File: src/rtl/nsearch_pkg.sv
package nsearch_pkg;

    localparam int WORD_W   = 32;
    localparam int STATE_W  = 8 * WORD_W;
    localparam int BLOCK_W  = 16 * WORD_W;
    localparam int TAIL_W   = 3 * WORD_W;
    localparam int ROUNDS   = 64;
    localparam int RND_W    = $clog2(ROUNDS);
    // start + rounds + hand-off, twice per candidate
    localparam int CAND_CYC = 2 * (ROUNDS + 2);

    typedef logic [WORD_W-1:0] word_t;
    typedef logic [7:0][WORD_W-1:0]  state_t;
    typedef logic [15:0][WORD_W-1:0] block_t;

    typedef enum logic [2:0] {
        PH_IDLE,
        PH_START1,
        PH_RUN1,
        PH_START2,
        PH_RUN2
    } phase_e;

    localparam state_t SHA_IV = {
        32'h5be0cd19, 32'h1f83d9ab, 32'h9b05688c, 32'h510e527f,
        32'ha54ff53a, 32'h3c6ef372, 32'hbb67ae85, 32'h6a09e667
    };

    localparam logic [0:ROUNDS-1][WORD_W-1:0] ROUND_K = {
        32'h428a2f98, 32'h71374491, 32'hb5c0fbcf, 32'he9b5dba5,
        32'h3956c25b, 32'h59f111f1, 32'h923f82a4, 32'hab1c5ed5,
        32'hd807aa98, 32'h12835b01, 32'h243185be, 32'h550c7dc3,
        32'h72be5d74, 32'h80deb1fe, 32'h9bdc06a7, 32'hc19bf174,
        32'he49b69c1, 32'hefbe4786, 32'h0fc19dc6, 32'h240ca1cc,
        32'h2de92c6f, 32'h4a7484aa, 32'h5cb0a9dc, 32'h76f988da,
        32'h983e5152, 32'ha831c66d, 32'hb00327c8, 32'hbf597fc7,
        32'hc6e00bf3, 32'hd5a79147, 32'h06ca6351, 32'h14292967,
        32'h27b70a85, 32'h2e1b2138, 32'h4d2c6dfc, 32'h53380d13,
        32'h650a7354, 32'h766a0abb, 32'h81c2c92e, 32'h92722c85,
        32'ha2bfe8a1, 32'ha81a664b, 32'hc24b8b70, 32'hc76c51a3,
        32'hd192e819, 32'hd6990624, 32'hf40e3585, 32'h106aa070,
        32'h19a4c116, 32'h1e376c08, 32'h2748774c, 32'h34b0bcb5,
        32'h391c0cb3, 32'h4ed8aa4a, 32'h5b9cca4f, 32'h682e6ff3,
        32'h748f82ee, 32'h78a5636f, 32'h84c87814, 32'h8cc70208,
        32'h90befffa, 32'ha4506ceb, 32'hbef9a3f7, 32'hc67178f2
    };

    function automatic word_t rotr(input word_t x, input int n);
        return (x >> n) | (x << (WORD_W - n));
    endfunction

    function automatic word_t sum_a(input word_t x);
        return rotr(x, 2) ^ rotr(x, 13) ^ rotr(x, 22);
    endfunction

    function automatic word_t sum_e(input word_t x);
        return rotr(x, 6) ^ rotr(x, 11) ^ rotr(x, 25);
    endfunction

    function automatic word_t mix_lo(input word_t x);
        return rotr(x, 7) ^ rotr(x, 18) ^ (x >> 3);
    endfunction

    function automatic word_t mix_hi(input word_t x);
        return rotr(x, 17) ^ rotr(x, 19) ^ (x >> 10);
    endfunction

endpackage

File: src/rtl/sha_round_engine.sv
module sha_round_engine
    import nsearch_pkg::*;
(
    input  logic               clk,
    input  logic               rst_n,
    input  logic               abort,
    input  logic               start,
    input  logic [STATE_W-1:0] init_state,
    input  logic [BLOCK_W-1:0] block,
    output logic               done,
    output logic [STATE_W-1:0] digest
);

    typedef struct packed {
        logic             busy;
        logic [RND_W-1:0] rnd;
        logic             done;
        state_t           st;
        state_t           base;
        block_t           w;
        state_t           dig;
    } eng_t;

    eng_t  q, d;
    word_t t1, t2, w_new;
    state_t st_next;

    always_comb begin
        d       = q;
        d.done  = 1'b0;
        t1      = '0;
        t2      = '0;
        w_new   = '0;
        st_next = q.st;
        if (abort) begin
            d.busy = 1'b0;
        end else if (q.busy) begin
            t1 = q.st[7] + sum_e(q.st[4])
               + ((q.st[4] & q.st[5]) ^ (~q.st[4] & q.st[6]))
               + ROUND_K[q.rnd] + q.w[0];
            t2 = sum_a(q.st[0])
               + ((q.st[0] & q.st[1]) ^ (q.st[0] & q.st[2]) ^ (q.st[1] & q.st[2]));
            st_next[0] = t1 + t2;
            st_next[1] = q.st[0];
            st_next[2] = q.st[1];
            st_next[3] = q.st[2];
            st_next[4] = q.st[3] + t1;
            st_next[5] = q.st[4];
            st_next[6] = q.st[5];
            st_next[7] = q.st[6];
            d.st = st_next;
            w_new = mix_hi(q.w[14]) + q.w[9] + mix_lo(q.w[1]) + q.w[0];
            for (int i = 0; i < 15; i++) begin
                d.w[i] = q.w[i+1];
            end
            d.w[15] = w_new;
            d.rnd   = q.rnd + 1'b1;
            if (q.rnd == RND_W'(ROUNDS - 1)) begin
                d.busy = 1'b0;
                d.done = 1'b1;
                for (int i = 0; i < 8; i++) begin
                    d.dig[i] = q.base[i] + st_next[i];
                end
            end
        end else if (start) begin
            d.busy = 1'b1;
            d.rnd  = '0;
            d.st   = state_t'(init_state);
            d.base = state_t'(init_state);
            d.w    = block_t'(block);
        end
    end

    always_ff @(posedge clk or negedge rst_n) begin
        if (!rst_n) begin
            q <= '0;
        end else begin
            q <= d;
        end
    end

    assign done   = q.done;
    assign digest = q.dig;

endmodule

File: src/rtl/chunk_assembler.sv
module chunk_assembler
    import nsearch_pkg::*;
(
    input  logic [WORD_W-1:0]  nonce,
    input  logic [TAIL_W-1:0]  tail,
    input  logic [STATE_W-1:0] first_digest,
    output logic [BLOCK_W-1:0] block_first,
    output logic [BLOCK_W-1:0] block_second
);

    localparam int FIRST_ZW  = BLOCK_W - TAIL_W - 3 * WORD_W;
    localparam int SECOND_ZW = BLOCK_W - STATE_W - 2 * WORD_W;

    // first chunk: length 640 bits on top, pad marker just above the nonce
    localparam logic [BLOCK_W-TAIL_W-WORD_W-1:0] FIRST_PAD =
        {32'h00000280, {FIRST_ZW{1'b0}}, 32'h80000000};
    // second chunk: length 256 bits on top, pad marker just above the digest
    localparam logic [BLOCK_W-STATE_W-1:0] SECOND_PAD =
        {32'h00000100, {SECOND_ZW{1'b0}}, 32'h80000000};

    assign block_first  = {FIRST_PAD, nonce, tail};
    assign block_second = {SECOND_PAD, first_digest};

endmodule

File: src/rtl/nonce_search_engine.sv
module nonce_search_engine
    import nsearch_pkg::*;
(
    input  logic          clk,
    input  logic          rst_n,
    input  logic          load,
    input  logic [255:0]  midstate_in,
    input  logic [95:0]   data_in,
    input  logic [31:0]   start_nonce,
    output logic [31:0]   scan_nonce,
    output logic          golden_valid,
    output logic [31:0]   golden_nonce
);

    typedef struct packed {
        phase_e              phase;
        logic [WORD_W-1:0]   nonce;
        logic [STATE_W-1:0]  mid;
        logic [TAIL_W-1:0]   tail;
        logic [STATE_W-1:0]  dig1;
        logic                gold_v;
        logic [WORD_W-1:0]   gold_n;
    } ctl_t;

    ctl_t q, d;

    logic               core_start;
    logic               core_done;
    logic [STATE_W-1:0] core_init;
    logic [BLOCK_W-1:0] core_block;
    logic [STATE_W-1:0] core_digest;
    logic [BLOCK_W-1:0] blk_first;
    logic [BLOCK_W-1:0] blk_second;
    logic               hit;

    chunk_assembler u_asm (
        .nonce        (q.nonce),
        .tail         (q.tail),
        .first_digest (q.dig1),
        .block_first  (blk_first),
        .block_second (blk_second)
    );

    sha_round_engine u_core (
        .clk        (clk),
        .rst_n      (rst_n),
        .abort      (load),
        .start      (core_start),
        .init_state (core_init),
        .block      (core_block),
        .done       (core_done),
        .digest     (core_digest)
    );

    assign hit = (core_digest[STATE_W-1 -: WORD_W] == '0);

    always_comb begin
        core_start = (q.phase == PH_START1) || (q.phase == PH_START2);
        core_init  = (q.phase == PH_START2) ? STATE_W'(SHA_IV) : q.mid;
        core_block = (q.phase == PH_START2) ? blk_second : blk_first;
    end

    always_comb begin
        d        = q;
        d.gold_v = 1'b0;
        unique case (q.phase)
            PH_START1: d.phase = PH_RUN1;
            PH_RUN1: begin
                if (core_done) begin
                    d.dig1  = core_digest;
                    d.phase = PH_START2;
                end
            end
            PH_START2: d.phase = PH_RUN2;
            PH_RUN2: begin
                if (core_done) begin
                    if (hit) begin
                        d.gold_v = 1'b1;
                        d.gold_n = q.nonce;
                    end
                    d.nonce = q.nonce + 1'b1;
                    d.phase = PH_START1;
                end
            end
            default: d.phase = PH_IDLE;
        endcase
        if (load) begin
            d.mid    = midstate_in;
            d.tail   = data_in;
            d.nonce  = start_nonce;
            d.phase  = PH_START1;
            d.gold_v = 1'b0;
        end
    end

    always_ff @(posedge clk or negedge rst_n) begin
        if (!rst_n) begin
            q <= '{phase: PH_IDLE, default: '0};
        end else begin
            q <= d;
        end
    end

    assign scan_nonce   = q.nonce;
    assign golden_valid = q.gold_v;
    assign golden_nonce = q.gold_n;

endmodule

File: config.mk
export PLATFORM = sky130hd
export DESIGN_NAME = nonce_search_engine
export DESIGN_NICKNAME = d
export VERILOG_FILES = /design/src/rtl/nsearch_pkg.sv /design/src/rtl/sha_round_engine.sv /design/src/rtl/chunk_assembler.sv /design/src/rtl/nonce_search_engine.sv
export SDC_FILE = /design/constraint.sdc
export NUM_CORES = 2
export LEC_CHECK = 0
export BUFFER_PORTS_ARGS = -buffer_cell sky130_fd_sc_hd__buf_2
export CAP_MARGIN = 20
export CORE_ASPECT_RATIO = 0.6
export CORE_UTILIZATION = 36
export DETAILED_ROUTE_END_ITERATION = 12
export GPL_TIMING_DRIVEN = 1
export PLACE_DENSITY = 0.52
export SETUP_SLACK_MARGIN = 0.4
export SLEW_MARGIN = 20
export SYNTH_ARGS = -nofsm -noshare
export SYNTH_HDL_FRONTEND = slang
export SYNTH_SLANG_ARGS = --single-unit
File: constraint.sdc
create_clock -name clk -period 30 [get_ports clk]
set_input_delay 6 -clock clk [delete_from_list [all_inputs] [get_ports clk]]
set_output_delay 6 -clock clk [all_outputs]
set_load 0.01 [all_outputs]
**Word level (Yosys, flattened, before mapping)**

Memory sizes are Yosys's and may differ from the RTL's.
Cells that the tools add are included.

- $add $sub $neg: 20
- $mul: 0
- Divide/modulo/power cells: 0
- Order comparisons: 1
- Equal/unequal tests: 7
- Shifts and indexed selects: 0
- Multiplexer cells: 26
- Bitwise logic cells: 30
- Reduce and logical (&&, ||, !) cells: 12

Operator list:

| operator | number |
|---|---|
| $mux W1281 | 1 |
| $mux W256 | 5 |
| $mux W1024 | 1 |
| $add A32 B32 Y32 | 18 |
| $mux W512 | 1 |
| $mux W490 | 1 |
| $mux W387 | 1 |
| $xor A32 B32 Y32 | 9 |
| $and A32 B32 Y32 | 5 |
| $mux W33 | 3 |
| $mux W32 | 3 |
| $mux W35 | 1 |
| $add A32 B1 Y32 const B | 1 |
| $logic_not A32 Y1 | 1 |
| $not A32 Y32 | 1 |
| $or A10 B32 Y32 | 1 |
| $or A13 B32 Y32 | 1 |
| $or A14 B32 Y32 | 1 |
| $or A15 B32 Y32 | 1 |
| $or A19 B32 Y32 | 1 |
| $or A21 B32 Y32 | 1 |
| $or A25 B32 Y32 | 1 |
| $or A26 B32 Y32 | 1 |
| $or A30 B32 Y32 | 1 |
| other kinds (20) | 35 |

- Register bits after elaboration: 1964
- Bits in latches: 0
- Memory bits (writable): 0
- Bits in read-only memories: 2048
- Bits of input ports: 387
- Output and inout port bits: 65
- Word-level logic and storage cells: 147
- Memories kept: 1

Memory list:

| memory | depth | bits a word | read ports | clocked after memory_dff | write ports | RTL line | text |
|---|---|---|---|---|---|---|---|
| (no name shown) | 64 | 32 | 1 | 0 | 0 | sha_round_engine.sv:40 | `+ ROUND_K[q.rnd] + q.w[0];` |

**Longest topological paths before layout**

- Depth in word-level cells: 12
- Mapped depth: 52
- Mapped depth without buffers: 50

**Hierarchy**

From an unflattened synthesis, not the netlist that was laid out.

- Cells, all modules: 13441
- Area total of the unflattened synthesis: 126697.8 um2

Modules (own cells, without submodules):

| module | times used | cells each | area an instance (um2) | seq. area each (um2) |
|---|---|---|---|---|
| sha_round_engine | 1 | 9882 | 85036.6 | 32230.9 |
| nonce_search_engine | 1 | 2533 | 33966.3 | 16916.2 |
| chunk_assembler | 1 | 1026 | 7694.9 | 0.0 |

**Least setup slack after synthesis**

OpenSTA, ideal clock, no wires.

- Path kind: register to register
- From: register u_core.q[1282] (netlist bit)
- To: register u_core.q (netlist bit u_core.digest[30])
- Setup time: 129 ps
- Data arrival time: 9349 ps
- Data required time: 29871 ps
- Slack: 20522 ps
- Stages on the path, launching flop included: 49
- Buffers on the path: 1
- Clock period less this slack: 9478 ps
- Cells stage by stage: dfrtp_1 clkbuf_1 inv_1 ha_1 inv_1 nand2_1 nand3_1 nand2_1 mux4_2 fa_1 fa_1 inv_1 fa_1 ha_1 fa_1 a211oi_1 nor2_1 o21a_1 [13 not listed] o21ai_0 a21o_1 a21oi_1 o21bai_1 a21oi_1 xnor2_1 ha_1 a21oi_1 nor2b_1 a21oi_1 nand2_1 o31ai_1 o31ai_4 o21ai_1 a21o_1 a21oi_1 xor2_1 o21ai_1

- Longest elaborated chain between the ends: 8
- Elaborated cells on any way between the ends: 10
- Those cells by class: add/sub (4); eq/ne (1); mux (2); bitwise (1); reduce/logical (1); memory (1)

RTL lines:

| item | RTL line | text |
|---|---|---|
| start: declaration | sha_round_engine.sv:24 | `eng_t q, d;` |
| start signal: assignment | sha_round_engine.sv:76 | `q <= '0;` |
| start signal: assignment | sha_round_engine.sv:78 | `q <= d;` |
| $not A6 Y7 (not written as such) | sha_round_engine.sv:40 |  |
| $mem_v2 Z64 W32 | - |  |
| $mux W32 (not written as such) (2 in a row) | sha_round_engine.sv:40 |  |
| $add A32 B32 Y32 (2 in a row) | sha_round_engine.sv:40 |  |
| $add A32 B32 Y32 | sha_round_engine.sv:43 | `st_next[0] = t1 + t2;` |
| $add A32 B32 Y32 | sha_round_engine.sv:62 | `d.dig[i] = q.base[i] + st_next[i];` |

Parallel ways exist; a longest one is shown, timed or not. The select of a mux whose other input is x is not followed.
A chain may end at the register's enable or synchronous reset.

**Worst setup path in the final report**

Ends and elaborated chain as after synthesis.

==> results.md <==
- Entering global routing, the biggest net connects 216 pins.
- The number of port buffers is 451.
- The count of unresolved DRC violations after routing is 0.
- After clock tree synthesis, the flow added hold-fix buffers numbering 0.
- The worst setup path is captured at a flip-flop.
- At the end of routability-driven placement, the weighted congestion stood at 1.02.
- Setup repair after global routing left no endpoint under its margin.
- The via count of the first global-routing pass is 77,700.
- In the final design database the tool counted 11,200 nets.
- The number of vias per cell is 5.79.
- On the worst path, the slowest cell contributes a delay of 0.62 ns.
- The critical path is of the flip-flop to flip-flop type.
- The pin slew with the least headroom to its limit is 1.36 ns.
- For this design, the sink count on the clock tree is 1,964.
- The number of max-slew violations in the final report is 0.
- In this run the vertical extent of the chip is 417 um.
- The number of enable flip-flop cells after synthesis is 0.
- STA classifies the critical path startpoint as a flip-flop.
- The cell that appears most often on the critical path is sky130_fd_sc_hd__a21oi_1.
- The maximum level of the CTS H-tree is 4.
- The number of hold violations in the final report came to 0.
- The run finished with clean final reports.
- The count of cells along the worst hold path is 2.
- For this run, the number of Yosys warnings is 0.
- Once detailed placement completed, the half-perimeter wirelength came to 363 mm.
- The final critical delay including setup and external delays is 12.00 ns.
- Summed over all layers, the routed wires come to 467 mm.
- Of the available clock period, the critical path in the final layout requires 0.400.
- The fraction of final layout cells sized beyond drive strength 1 is 0.169.
- The maximum count of clock buffers along a single path is 4.
- The clock buffer count from CTS is 202.
- The met2 wirelength from detailed routing is 165 mm.
- In this run the cell area measured after placement is 109,000 um^2.
- The buffer cell driving the clock tree root is sky130_fd_sc_hd__clkbuf_16.
- In this run the number of cells on the critical path is 49.
- The library cell used most frequently in the layout, excluding fill and tap cells, is sky130_fd_sc_hd__dfrtp_1.
- The cell depth of the worst flop-to-flop path is 49.
- The detailed router finished its first iteration with 11,700 violations.
- Fill cells in the final layout number 27,900.
- Once detail routing completed, the nets flagged for antenna violations numbered 0.
- Of the synthesized area, sequential elements account for 0.475.
- The count of different cell masters after synthesis is 98.
- The required time of the worst setup path is 30.77 ns.
- Along the worst path, the maximum fanout reaches 29.
- After detailed routing, the wire length on met1 is 222 mm.
- The combined buffer and inverter count along the critical path is 6.
- The placeable core region is 286,000 um^2.
- From synthesis to final layout, the design area changed by 12.8%.
- Among all stages on the critical path, the largest delay is contributed by sky130_fd_sc_hd__o21ai_0.
- Derived from the worst setup path, the maximum achievable clock frequency is 83.3 MHz.
- Setup violations remaining at the end of the flow were counted as 0.
- The clock transition at the register clock pins on the worst setup and hold paths after CTS is 0.07 ns.
- The initial utilization of the core area, before any placement, comes to 0.362.
- Counting flops with an async set or reset pin after synthesis yields a share of 1.00.
- The routed wire length on met3 is 70.4 mm.
- The final non-filler cell area is 117,000 um^2.
- The top routing layer in use is met5.
- The post-synthesis instance total is 10,100.
- Counting every net in the synthesized netlist gives 11,000.
- Gates resized during post-CTS repair numbered 0.
- On the critical path the largest part of the delay comes from compound AO/OA/AOI/OAI gates.
- The data arrival time of the worst path is 12.77 ns.
- The total overflow left after global routing is 0.
- The area enclosed by the die boundary is 290,000 um^2.
- The TritonCTS clock tree is done.
- The number of antenna violations at the first check in global routing is 90.
- The global-route wire length before repair is 640 mm.
- The first detailed-routing pass ran for 13 iterations.
- Adding up every negative setup slack in the final design gives 0 ns.
- The class of the tightest hold or removal check is flip-flop to flip-flop.
- The synthesis-stage register bit count is 1,964.
- The number of core rows is 152.
- The post-synth design cell area is 103,000 um^2.
- The later pin in the worst-skew pair is clocked with a latency of 0.94 ns.
- The horizontal die dimension is 694 um.
- The reported max-cap violation count is 0.
- For the final database, setup skew stands at 0.0977 ns.
- The average instance in the mapped netlist occupies 10.3 um^2.
- For this run, the leading register cell type out of synthesis is sky130_fd_sc_hd__dfrtp_1.
- The via count is 82,700.
- The average wire per cell in the routed design is 32.7 um.
- The top cell types in the final layout, fill and taps aside, are sky130_fd_sc_hd__dfrtp_1 (1,958), sky130_fd_sc_hd__nand2_1 (1,645), sky130_fd_sc_hd__mux2_2 (649), sky130_fd_sc_hd__o21ai_0 (589), sky130_fd_sc_hd__inv_1 (513).
- Across every metal layer, demand over resource in global routing totals 0.316.
- Measured against its own limit, the worst slew margin works out to 0.0874.
- Buffers added to address setup during post-CTS repair amount to 0.
- The I/O pin count is 452.
-- sequential cells by signal, indices dropped and copies added, names as in the netlist --
register       count
golden_valid       1
u_core.q        1031
q                611
u_core.done        1
scan_nonce        32
u_core.digest    256
golden_nonce      32
-- routing by layer --
| layer | track usage | vias up |
|---|---|---|
| met5 | 0 | - |
| met4 | 0.0592 | 76 |
| met3 | 0.171 | 505 |
| met2 | 0.377 | 3967 |
| met1 | 0.486 | 42600 |
| li1 | - | 35500 |
-- cells by family after synthesis --
family          after synthesis  synth area share
flops                      1964             0.475
mux                         692            0.0755
fa+ha+maj                   612            0.0877
simple gates               2567             0.104
xor+xnor                    624            0.0528
buf+inv                    1248            0.0476
compound gates             2360             0.157
-- area by class of cell --
cell class / count / area [um^2] / area share
Inverter: 517 / 1940 / 0.0166
Multi-Input combinational cell: 6855 / 49700 / 0.426
Tap cell: 3850 / 4820 / 0.0413
Sequential cell: 1964 / 49200 / 0.421
Clock buffer: 276 / 5780 / 0.0495
Clock inverter: 86 / 1120 / 0.00963
Timing Repair Buffer: 660 / 3980 / 0.0341
Antenna cell: 73 / 183 / 0.00157
-- synthesized netlist by cell type (111+ instances only) --
master | n | share of area
sky130_fd_sc_hd__a21o_1 | 210 | 0.015
sky130_fd_sc_hd__a21oi_1 | 506 | 0.024
sky130_fd_sc_hd__a221o_1 | 154 | 0.015
sky130_fd_sc_hd__a222oi_1 | 225 | 0.022
sky130_fd_sc_hd__a22oi_1 | 111 | 0.0081
sky130_fd_sc_hd__clkbuf_1 | 618 | 0.022
sky130_fd_sc_hd__dfrtp_1 | 1964 | 0.48
sky130_fd_sc_hd__fa_1 | 195 | 0.038
sky130_fd_sc_hd__ha_1 | 396 | 0.048
sky130_fd_sc_hd__inv_1 | 514 | 0.019
sky130_fd_sc_hd__mux2_2 | 649 | 0.071
sky130_fd_sc_hd__nand2_1 | 1646 | 0.060
sky130_fd_sc_hd__nand3_1 | 319 | 0.015
sky130_fd_sc_hd__nor2_1 | 306 | 0.011
sky130_fd_sc_hd__o21ai_0 | 594 | 0.029
sky130_fd_sc_hd__xnor2_1 | 406 | 0.034
sky130_fd_sc_hd__xor2_1 | 218 | 0.018
-- per-stage QoR --
step           hold WS [ns]  setup WS (ns)   util  std cells
3_5_place_dp          0.456          18.25  0.383      13800
3_3_place_gp          0.451          18.16  0.383      13800
4_1_cts               0.437          18.26  0.407      14200
2_1_floorplan         0.433          20.52      -      10100
5_1_grt               0.455          17.45  0.408      14200
6_report              0.436          18.00  0.408      14300
-- final timing paths --
path	from	to	slack, ns
worst max-delay path	u_core.q[1282]	u_core.digest[30]	18.00
worst min-delay path	u_core.q[703]	u_core.q[671]	0.44
worst max register to register	u_core.q[1282]	u_core.digest[30]	18.00
worst min register to register	u_core.q[703]	u_core.q[671]	0.44
max in group asynchronous	rst_n	u_core.q[1286]	20.16
min in group asynchronous	rst_n	u_core.digest[39]	5.07
-- tightest hold or removal path, delay by kind of cell (launching register included) --
| kind | cells | cell delay, ns |
|---|---|---|
| flops | 1 | 0.34 |
| simple gates | 2 | 0.14 |
Power is left out: the tool's default activity adds up to more than one toggle a clock period on the data nets, which glitch-free logic cannot reach.
